File: src/rtl/smem_seq_pkg.sv
package smem_seq_pkg;
    typedef enum logic [1:0] {
        ST_IDLE   = 2'd0,
        ST_SETUP  = 2'd1,
        ST_STROBE = 2'd2,
        ST_HOLD   = 2'd3
    } seq_state_t;
endpackage

File: src/rtl/smem_wait_clamp.sv
// Limits a lead field to its trail field so that a pulse width never goes negative.
module smem_wait_clamp #(
    parameter int W = 5
) (
    input  logic [W-1:0] lead_i,
    input  logic [W-1:0] trail_i,
    output logic [W-1:0] lead_o
);
    assign lead_o = (lead_i > trail_i) ? trail_i : lead_i;
endmodule

File: src/rtl/smem_phase_timer.sv
// Cycle index within an access: cleared on accept, advanced while running.
module smem_phase_timer #(
    parameter int CW = 6
) (
    input  logic          clk,
    input  logic          rst_n,
    input  logic          clear_i,
    input  logic          run_i,
    output logic [CW-1:0] cnt_o
);
    always_ff @(posedge clk or negedge rst_n) begin
        if (!rst_n)       cnt_o <= '0;
        else if (clear_i) cnt_o <= '0;
        else if (run_i)   cnt_o <= cnt_o + 1'b1;
    end
endmodule

File: src/rtl/smem_strobe_seq.sv
module smem_strobe_seq
    import smem_seq_pkg::*;
#(
    parameter int AW = 16,
    parameter int DW = 32,
    parameter int WW = 5
) (
    input  logic             clk,
    input  logic             rst_n,
    input  logic             req_valid,
    output logic             req_ready,
    input  logic             req_write,
    input  logic [AW-1:0]    req_addr,
    input  logic [DW-1:0]    req_wdata,
    input  logic [DW/8-1:0]  req_be,
    input  logic [WW-1:0]    cfg_wait_oen,
    input  logic [WW-1:0]    cfg_wait_rd,
    input  logic [WW-1:0]    cfg_wait_wen,
    input  logic [WW-1:0]    cfg_wait_wr,
    input  logic             cfg_lane_mode,
    output logic [AW-1:0]    mem_addr,
    output logic             mem_cs_n,
    output logic             mem_oe_n,
    output logic             mem_we_n,
    output logic [DW/8-1:0]  mem_bls_n,
    output logic [DW-1:0]    mem_wdata,
    output logic             mem_wdata_oe,
    input  logic [DW-1:0]    mem_rdata,
    output logic [DW-1:0]    rsp_rdata,
    output logic             rsp_done
);
    localparam int NB = DW / 8;
    localparam int CW = WW + 1;

    seq_state_t state, state_nx;

    logic [WW-1:0] lead_raw  [2];
    logic [WW-1:0] trail_raw [2];
    logic [WW-1:0] lead_cl   [2];

    assign lead_raw[0]  = cfg_wait_oen;
    assign trail_raw[0] = cfg_wait_rd;
    assign lead_raw[1]  = cfg_wait_wen;
    assign trail_raw[1] = cfg_wait_wr;

    for (genvar g = 0; g < 2; g++) begin : g_clamp
        smem_wait_clamp #(.W(WW)) u_clamp (
            .lead_i  (lead_raw[g]),
            .trail_i (trail_raw[g]),
            .lead_o  (lead_cl[g])
        );
    end

    logic [CW-1:0] sel_start, sel_end;
    logic [CW-1:0] lat_start, lat_end;
    logic [CW-1:0] cnt;
    logic          lat_wr, lat_mode;
    logic [NB-1:0] lat_be;
    logic [AW-1:0] lat_addr;
    logic [DW-1:0] lat_wdata;
    logic          accept, last_strobe;

    // Write pulses start one cycle later than the clamped lead and end one later than the trail.
    assign sel_start = req_write ? (CW'(lead_cl[1]) + CW'(1)) : CW'(lead_cl[0]);
    assign sel_end   = req_write ? (CW'(cfg_wait_wr) + CW'(1)) : CW'(cfg_wait_rd);

    assign accept      = (state == ST_IDLE) && req_valid;
    assign last_strobe = (state == ST_STROBE) && (cnt == lat_end);

    smem_phase_timer #(.CW(CW)) u_timer (
        .clk     (clk),
        .rst_n   (rst_n),
        .clear_i (accept),
        .run_i   ((state == ST_SETUP) || (state == ST_STROBE)),
        .cnt_o   (cnt)
    );

    // State register
    always_ff @(posedge clk or negedge rst_n) begin
        if (!rst_n) state <= ST_IDLE;
        else        state <= state_nx;
    end

    // Transitions: accept, lead-out, trail-out, release
    always_comb begin
        state_nx = state;
        unique case (state)
            ST_IDLE:   if (accept) state_nx = (sel_start == '0) ? ST_STROBE : ST_SETUP;
            ST_SETUP:  if ((cnt + 1'b1) == lat_start) state_nx = ST_STROBE;
            ST_STROBE: if (cnt == lat_end) state_nx = ST_HOLD;
            ST_HOLD:   state_nx = ST_IDLE;
        endcase
    end

    // Request latch and read capture
    always_ff @(posedge clk or negedge rst_n) begin
        if (!rst_n) begin
            lat_wr    <= 1'b0;
            lat_mode  <= 1'b0;
            lat_start <= '0;
            lat_end   <= '0;
            lat_be    <= '0;
            lat_addr  <= '0;
            lat_wdata <= '0;
            rsp_rdata <= '0;
        end else begin
            if (accept) begin
                lat_wr    <= req_write;
                lat_mode  <= cfg_lane_mode;
                lat_start <= sel_start;
                lat_end   <= sel_end;
                lat_be    <= req_be;
                lat_addr  <= req_addr;
                lat_wdata <= req_wdata;
            end
            if (last_strobe && !lat_wr) rsp_rdata <= mem_rdata;
        end
    end

    // Outputs decoded from the state
    always_comb begin
        req_ready    = 1'b0;
        mem_cs_n     = 1'b1;
        mem_oe_n     = 1'b1;
        mem_we_n     = 1'b1;
        mem_bls_n    = '1;
        mem_wdata_oe = 1'b0;
        rsp_done     = 1'b0;
        unique case (state)
            ST_IDLE: req_ready = 1'b1;
            ST_SETUP, ST_HOLD: begin
                mem_cs_n     = 1'b0;
                mem_wdata_oe = lat_wr;
                if (lat_mode) mem_bls_n = ~lat_be;
                rsp_done     = (state == ST_HOLD);
            end
            ST_STROBE: begin
                mem_cs_n     = 1'b0;
                mem_wdata_oe = lat_wr;
                mem_oe_n     = lat_wr;
                mem_we_n     = !lat_wr;
                if (lat_mode || lat_wr) mem_bls_n = ~lat_be;
            end
        endcase
    end

    assign mem_addr  = lat_addr;
    assign mem_wdata = lat_wdata;
endmodule

File: config.mk
export PLATFORM = sky130hd
export DESIGN_NAME = smem_strobe_seq
export DESIGN_NICKNAME = d
export VERILOG_FILES = /design/src/rtl/smem_seq_pkg.sv /design/src/rtl/smem_wait_clamp.sv /design/src/rtl/smem_phase_timer.sv /design/src/rtl/smem_strobe_seq.sv
export SDC_FILE = /design/constraint.sdc
export NUM_CORES = 1
export LEC_CHECK = 0
export BUFFER_PORTS_ARGS = -buffer_cell sky130_fd_sc_hd__buf_2
export CAP_MARGIN = 25
export CORE_MARGIN = 5
export CORE_UTILIZATION = 29
export CTS_CLUSTER_DIAMETER = 60
export DETAILED_ROUTE_END_ITERATION = 6
export PLACE_DENSITY = 0.5
export SLEW_MARGIN = 10
export SYNTH_ARGS = -nofsm -noshare
export SYNTH_HDL_FRONTEND = slang
export SYNTH_HIERARCHICAL = 1
export SYNTH_SLANG_ARGS = --single-unit
File: constraint.sdc
create_clock -name clk -period 3.3 [get_ports clk]
set_clock_uncertainty 0.1 [all_clocks]
set_input_delay 0.165 -clock clk [delete_from_list [all_inputs] [get_ports clk]]
set_output_delay 0.165 -clock clk [all_outputs]
set_load 0.005 [all_outputs]
# [Word-level counts from Yosys, hierarchy flattened]
# Index checks and enable logic that the tools add are counted.
[totals] register_bits=106 input_bits=109 mem_bits_ro=0 latchBits=0 out_inout_bits=90 mem_bits_rw=0 memories=0
[classes] div_mod_pow=0 n_mul=0 order_cmp=2 add_sub_neg=3 muxes=20 reduce_logical=12 shifts=0 eq_ne=8 n_bitwise=1
[ops] cell="two-way mux 6 bit" count=4
[ops] cell="adder 5 x 1 -> 6 bit (second input constant)" count=2
[ops] cell="equality test 6 bit" count=2
[ops] cell="greater-than comparator 5 bit" count=2
[ops] cell="two-way mux 5 bit" count=2
[ops] cell="two-way mux 2 bit" count=4
[ops] cell="two-way mux 4 bit" count=2
[ops] cell="case mux 2 bit (4 select lines)" count=1
[ops] cell="case mux 4 bit (2 select lines)" count=1
[ops] cell="adder 6 x 1 -> 6 bit (second input constant)" count=1
[ops] cell="zero test 6 bit" count=1
[ops] cell="two-way mux 1 bit" count=6
[ops] cell="equality test 2 bit (second input constant)" count=2
[ops] cell="inequality test 2 x 1 -> 1 bit (second input constant)" count=2
[ops] cell="inverter 4 bit" count=1
[ops] cell="logical AND 1 bit" count=3
[ops] cell="AND reduction 3 bit" count=1
[ops] cell="OR reduction 3 bit" count=1
[ops] cell="equality test 2 x 1 -> 1 bit (second input constant)" count=1
[ops] cell="zero test 2 bit" count=1
[ops] cell="logical OR 1 bit" count=2
[ops] cell="inequality test 2 bit (second input constant)" count=1
[ops] cell="nonzero test 2 bit" count=1
[ops] cell="OR reduction 2 bit" count=1
[ops] cell="zero test 1 bit" count=1

# [Depth between registers and ports, before layout]
[depth] ltp_word=8 ltp_mapped=12 depth_no_buf=12

# [Hierarchy]
# Netlist, hierarchy kept.
[modules_own_cells] module="smem_strobe_seq" cells_per_inst=323 seq_area_each_um2=2502.4 instances=1 area_per_inst_um2=4341.7
[modules_own_cells] module="smem_wait_clamp" cells_per_inst=23 seq_area_each_um2=0.0 instances=2 area_per_inst_um2=224.0
[modules_own_cells] module="smem_phase_timer" cells_per_inst=24 seq_area_each_um2=150.1 instances=1 area_per_inst_um2=269.0

# [Worst setup path after synthesis]
# OpenSTA, ideal clock, no wires.
[synth_timing] kind="input port to flip-flop" start="input port cfg_wait_wr[2]" end="register state[0]" stages=12 required_ns=3.072 arrival_time_ns=2.308 setup_slack_ns=0.765 cell_sequence="inv_1 -> ha_1 -> o211ai_2 -> a21oi_2 -> o21ai_4 -> mux2_4 -> ha_1 -> xnor2_1 -> a21oi_1 -> nor3_1 -> a31oi_1 -> mux2_1"
[synth_lines] item="start, declared" line_no="smem_strobe_seq.sv:19" text="input logic [WW-1:0] cfg_wait_wr,"
[synth_lines] item="end signal, assigned" line_no="smem_strobe_seq.sv:81" text="else state <= state_nx;"
[synth_lines] item="end, declared" line_no="smem_strobe_seq.sv:35" text="seq_state_t state, state_nx;"

==> key figures <==
Floorplan
  – Total I/O pin count: 199
  – Die H: 142 µm
  – Initial Util: 29.5%
  – Row count: 48
  – Full die area: 20200 µm²
  – Die Wd: 142 µm
  – Core ar.: 17200 µm²

Logic synthesis
  – Yosys cell types: 40
  – Post-Synthesis Cells: 393
  – Dominant synthesized flop cell: dfrtp_1
  – Most frequent cells after synthesis: dfrtp_1 (106), mux2_2 (84), nand2_1 (29)
  – Number of synthesized flops with an enable pin: 0
  – Post-synthesis mux area share: 23.9%
  – Largest cells by area after synthesis: dfrtp_1 (52%), mux2_2 (19%), ha_1 (4.7%)
  – Seq/Total Area, Yosys: 52.4%
  – Post-Syn Area per Cell: 12.9 µm²
  – Top-count cell post-synth: dfrtp_1
  – Cell area after synthesis: 5060 µm²
  – Top-area cell type share of the netlist area: 52.4%
  – Synth Net Count: 521
  – Post-Synth Adder-Cell Area: 4.70%
  – Post-Synth XOR/XNOR Area: 4.16%
  – Post-synthesis compound-gate area fraction: 6.31%
  – Area leader, netlist: dfrtp_1
  – Largest family of logic cells by synthesized area: multiplexers
  – Synth Area in Simple Gates: 5.89%
  – Fraction of registers with async set/reset: 100%
  – Register bit count reported by yosys: 106
  – Warnings from Yosys: 6

Global route
  – Largest net degree at the start of global routing: 46
  – Vias in the first global route: 4258
  – First-pass GRT wire length: 21700 µm
  – Initial antenna violation count: 0
  – Gr ovfl total: 0
  – GR Util All Layers: 13.4%

STA
  – FMAX: 400 MHz
  – Minimum clock period: 2.50 ns
  – RSZ-0062 raised after global routing: no
  – Setup TNS: 0 ns
  – Final period util: 75.8%
  – Worst Max-Slew Pin Slew: 0.572 ns
  – Worst slew margin: 61.9%
  – Fin. Hold Viols: 0
  – Final slew viol count: 0
  – Final-report setup violation count: 0

Critical path
  – Critical path class: primary input to flop
  – Crit start category: primary input
  – Crit path DAT: 2.63 ns
  – Worst-path fanout max: 5
  – Crit. End Element: flop
  – CP required: 3.43 ns

Cells and area
  – Nets: 808
  – Layout area overhead: 47.9%
  – Storage cell area: 2650 µm²
  – Multi-input gate area: 2280 µm²
  – Number of diodes: 0
  – Fill cells: 1596
  – Final instance area: 7480 µm²
  – Share of layout cells above drive strength 1: 47.9%

Power and ir drop
  – Pwr per Cell Area: 713 nW/µm²
  – P_leak: 3.72 nW
  – Maximum VDD drop: 274 µV

Route
  – Via count: 3994
  – Total Wirelength: 13700 µm
  – Post-route ant nets: 0
  – DRT Pass-1 Iters: 4
  – WL/cell: 15.0 µm
  – First DRT Iteration DRCs: 136
  – Vias/cell: 4.39
  – # DRC: 0

CTS
  – Clock sinks: 106
  – H-tree Lvls: 3
  – Root Driver: clkbuf_16
  – CTS Buffer Depth: 2
  – CTS tree: built
  – Clock insertion delay at the later pin of the skew report: 0.34 ns
  – CTS Buf Count: 9
  – CTS resizes: 0
  – Reg clk slew, reported paths: 0.07 ns

Placement
  – I/O Buffers: 198
  – Area of placed instances: 6320 µm²
  – Final RePlAce weighted congestion: 0.857
  – Dpl hpwl: 9990 µm

Outcome
  – Status: completed

Run
  – Max-cap violations: 0

Min path
  – Worst hold path class: primary input to flop
per-stage QoR:
step / total power, mW / utilization (%) / worst slack (ns) / instances / hold WS (ns)
floorplan: 3.37 / - / 0.765 / 393 / -0.231
global placement: 4.22 / 36.8 / 0.493 / 808 / 0.0828
detailed placement: 4.27 / 36.8 / 0.435 / 808 / 0.0804
CTS: 5.44 / 43.5 / 0.804 / 910 / 0.00971
global route: 5.76 / 43.5 / 0.695 / 910 / 0.0265
finish: 5.34 / 43.5 / 0.800 / 910 / 0.0256
critical path, stage by stage:
cell	delay, ns
buf_2	0.13
inv_1	0.05
ha_1	0.29
o211ai_2	0.18
a21oi_2	0.06
o21ai_4	0.26
mux2_4	0.35
ha_1	0.23
xnor2_1	0.15
a21oi_1	0.10
nor3_1	0.27
a31oi_1	0.11
mux2_1	0.28
state kept, by name (all words and copies together) (netlist names):
name / flops
lat_be: 4
lat_end: 6
lat_mode: 1
lat_start: 6
lat_wr: 1
mem_addr: 16
mem_wdata: 32
rsp_rdata: 32
state: 2
u_timer/cnt_o: 6
where the power goes:
group / total (mW) / internal [mW] / switching, mW
registers: 2.15 / 1.82 / 0.329
logic: 2.13 / 1.17 / 0.958
clock network: 1.05 / 0.532 / 0.520
logic make-up (layout without fill, tap and decap cells):
group	after synthesis	after routing
muxes	105	105
AOI/OAI and AO/OA	44	44
buffers and inverters	32	324
DFF	106	106
xor gates and xnor gates	24	24
and+or+nand+nor	63	63
adders and majority gates	19	19
cell type report:
class | instances | area share [%]
multi-input combinational | 255 | 30.5
sequential | 106 | 35.5
inverter | 18 | 0.903
tap | 225 | 3.76
clock buffer | 9 | 3.01
clock inverter | 7 | 0.937
timing repair buffer | 290 | 25.4
cell usage in the layout (no fill, tap or decap), drive strengths merged:
cell,synthesis,final
o31ai,3,3
nor3,1,1
nand3,10,10
a21o,2,2
a32oi,1,1
inv,18,21
a21oi,4,4
o21ai,22,22
nor4,1,1
a31oi,2,2
xor2,11,11
dlygate4sd3,0,86
o211ai,3,3
nand4,3,3
a21boi,3,3
dfrtp,106,106
clkinv,0,3
buf,7,204
mux2i,8,8
o41ai,1,1
o32a,1,1
clkinvlp,0,1
nor2,11,11
xnor2,13,13
a21bo,1,1
and3,3,3
nand2,29,29
or2,1,1
o2111ai,1,1
mux2,97,97
ha,19,19
or3,1,1
clkbuf,7,9
nand2b,2,2
and4,1,1
path summary, 6_finish.rpt:
| check | startpoint | endpoint | slack, ns | cells after the start |
|---|---|---|---|---|
| setup reg to reg | state[0]$_DFFE_PN0P_ | rsp_rdata[0]$_DFFE_PN0P_ | 0.93 | 6 |
| hold reg to reg | rsp_rdata[5]$_DFFE_PN0P_ | rsp_rdata[5]$_DFFE_PN0P_ | 0.38 | 1 |
| hold / removal | cfg_wait_wr[4] | lat_end[5]$_DFFE_PN0P_ | 0.03 | 3 |
| min in group asynchronous | rst_n | rsp_rdata[13]$_DFFE_PN0P_ | 0.26 | 2 |
| setup / recovery | cfg_wait_wr[2] | state[0]$_DFFE_PN0P_ | 0.80 | 13 |
| max in group asynchronous | rst_n | mem_addr[3]$_DFFE_PN0P_ | 1.87 | 3 |
per-layer routing:
metal / vias up / share of wire [%] / track usage [%] / wire length, µm
met1: 1893 / 43 / 17.2 / 5930
met2: 138 / 48 / 22.5 / 6500
met3: 11 / 7.6 / 2.92 / 1040
li1: 1952 / - / - / -
met4: 0 / 1.4 / 4.29 / 187
met5: - / 0 / 0 / 0
timing repair:
action                     4_1_cts  5_1_grt
setup endpoints to repair        0        0
hold buffers                    86        0
buffers inserted                 0        0
hold endpoints to repair       125        0
Note: power is estimated with default switching activity, not from simulation.
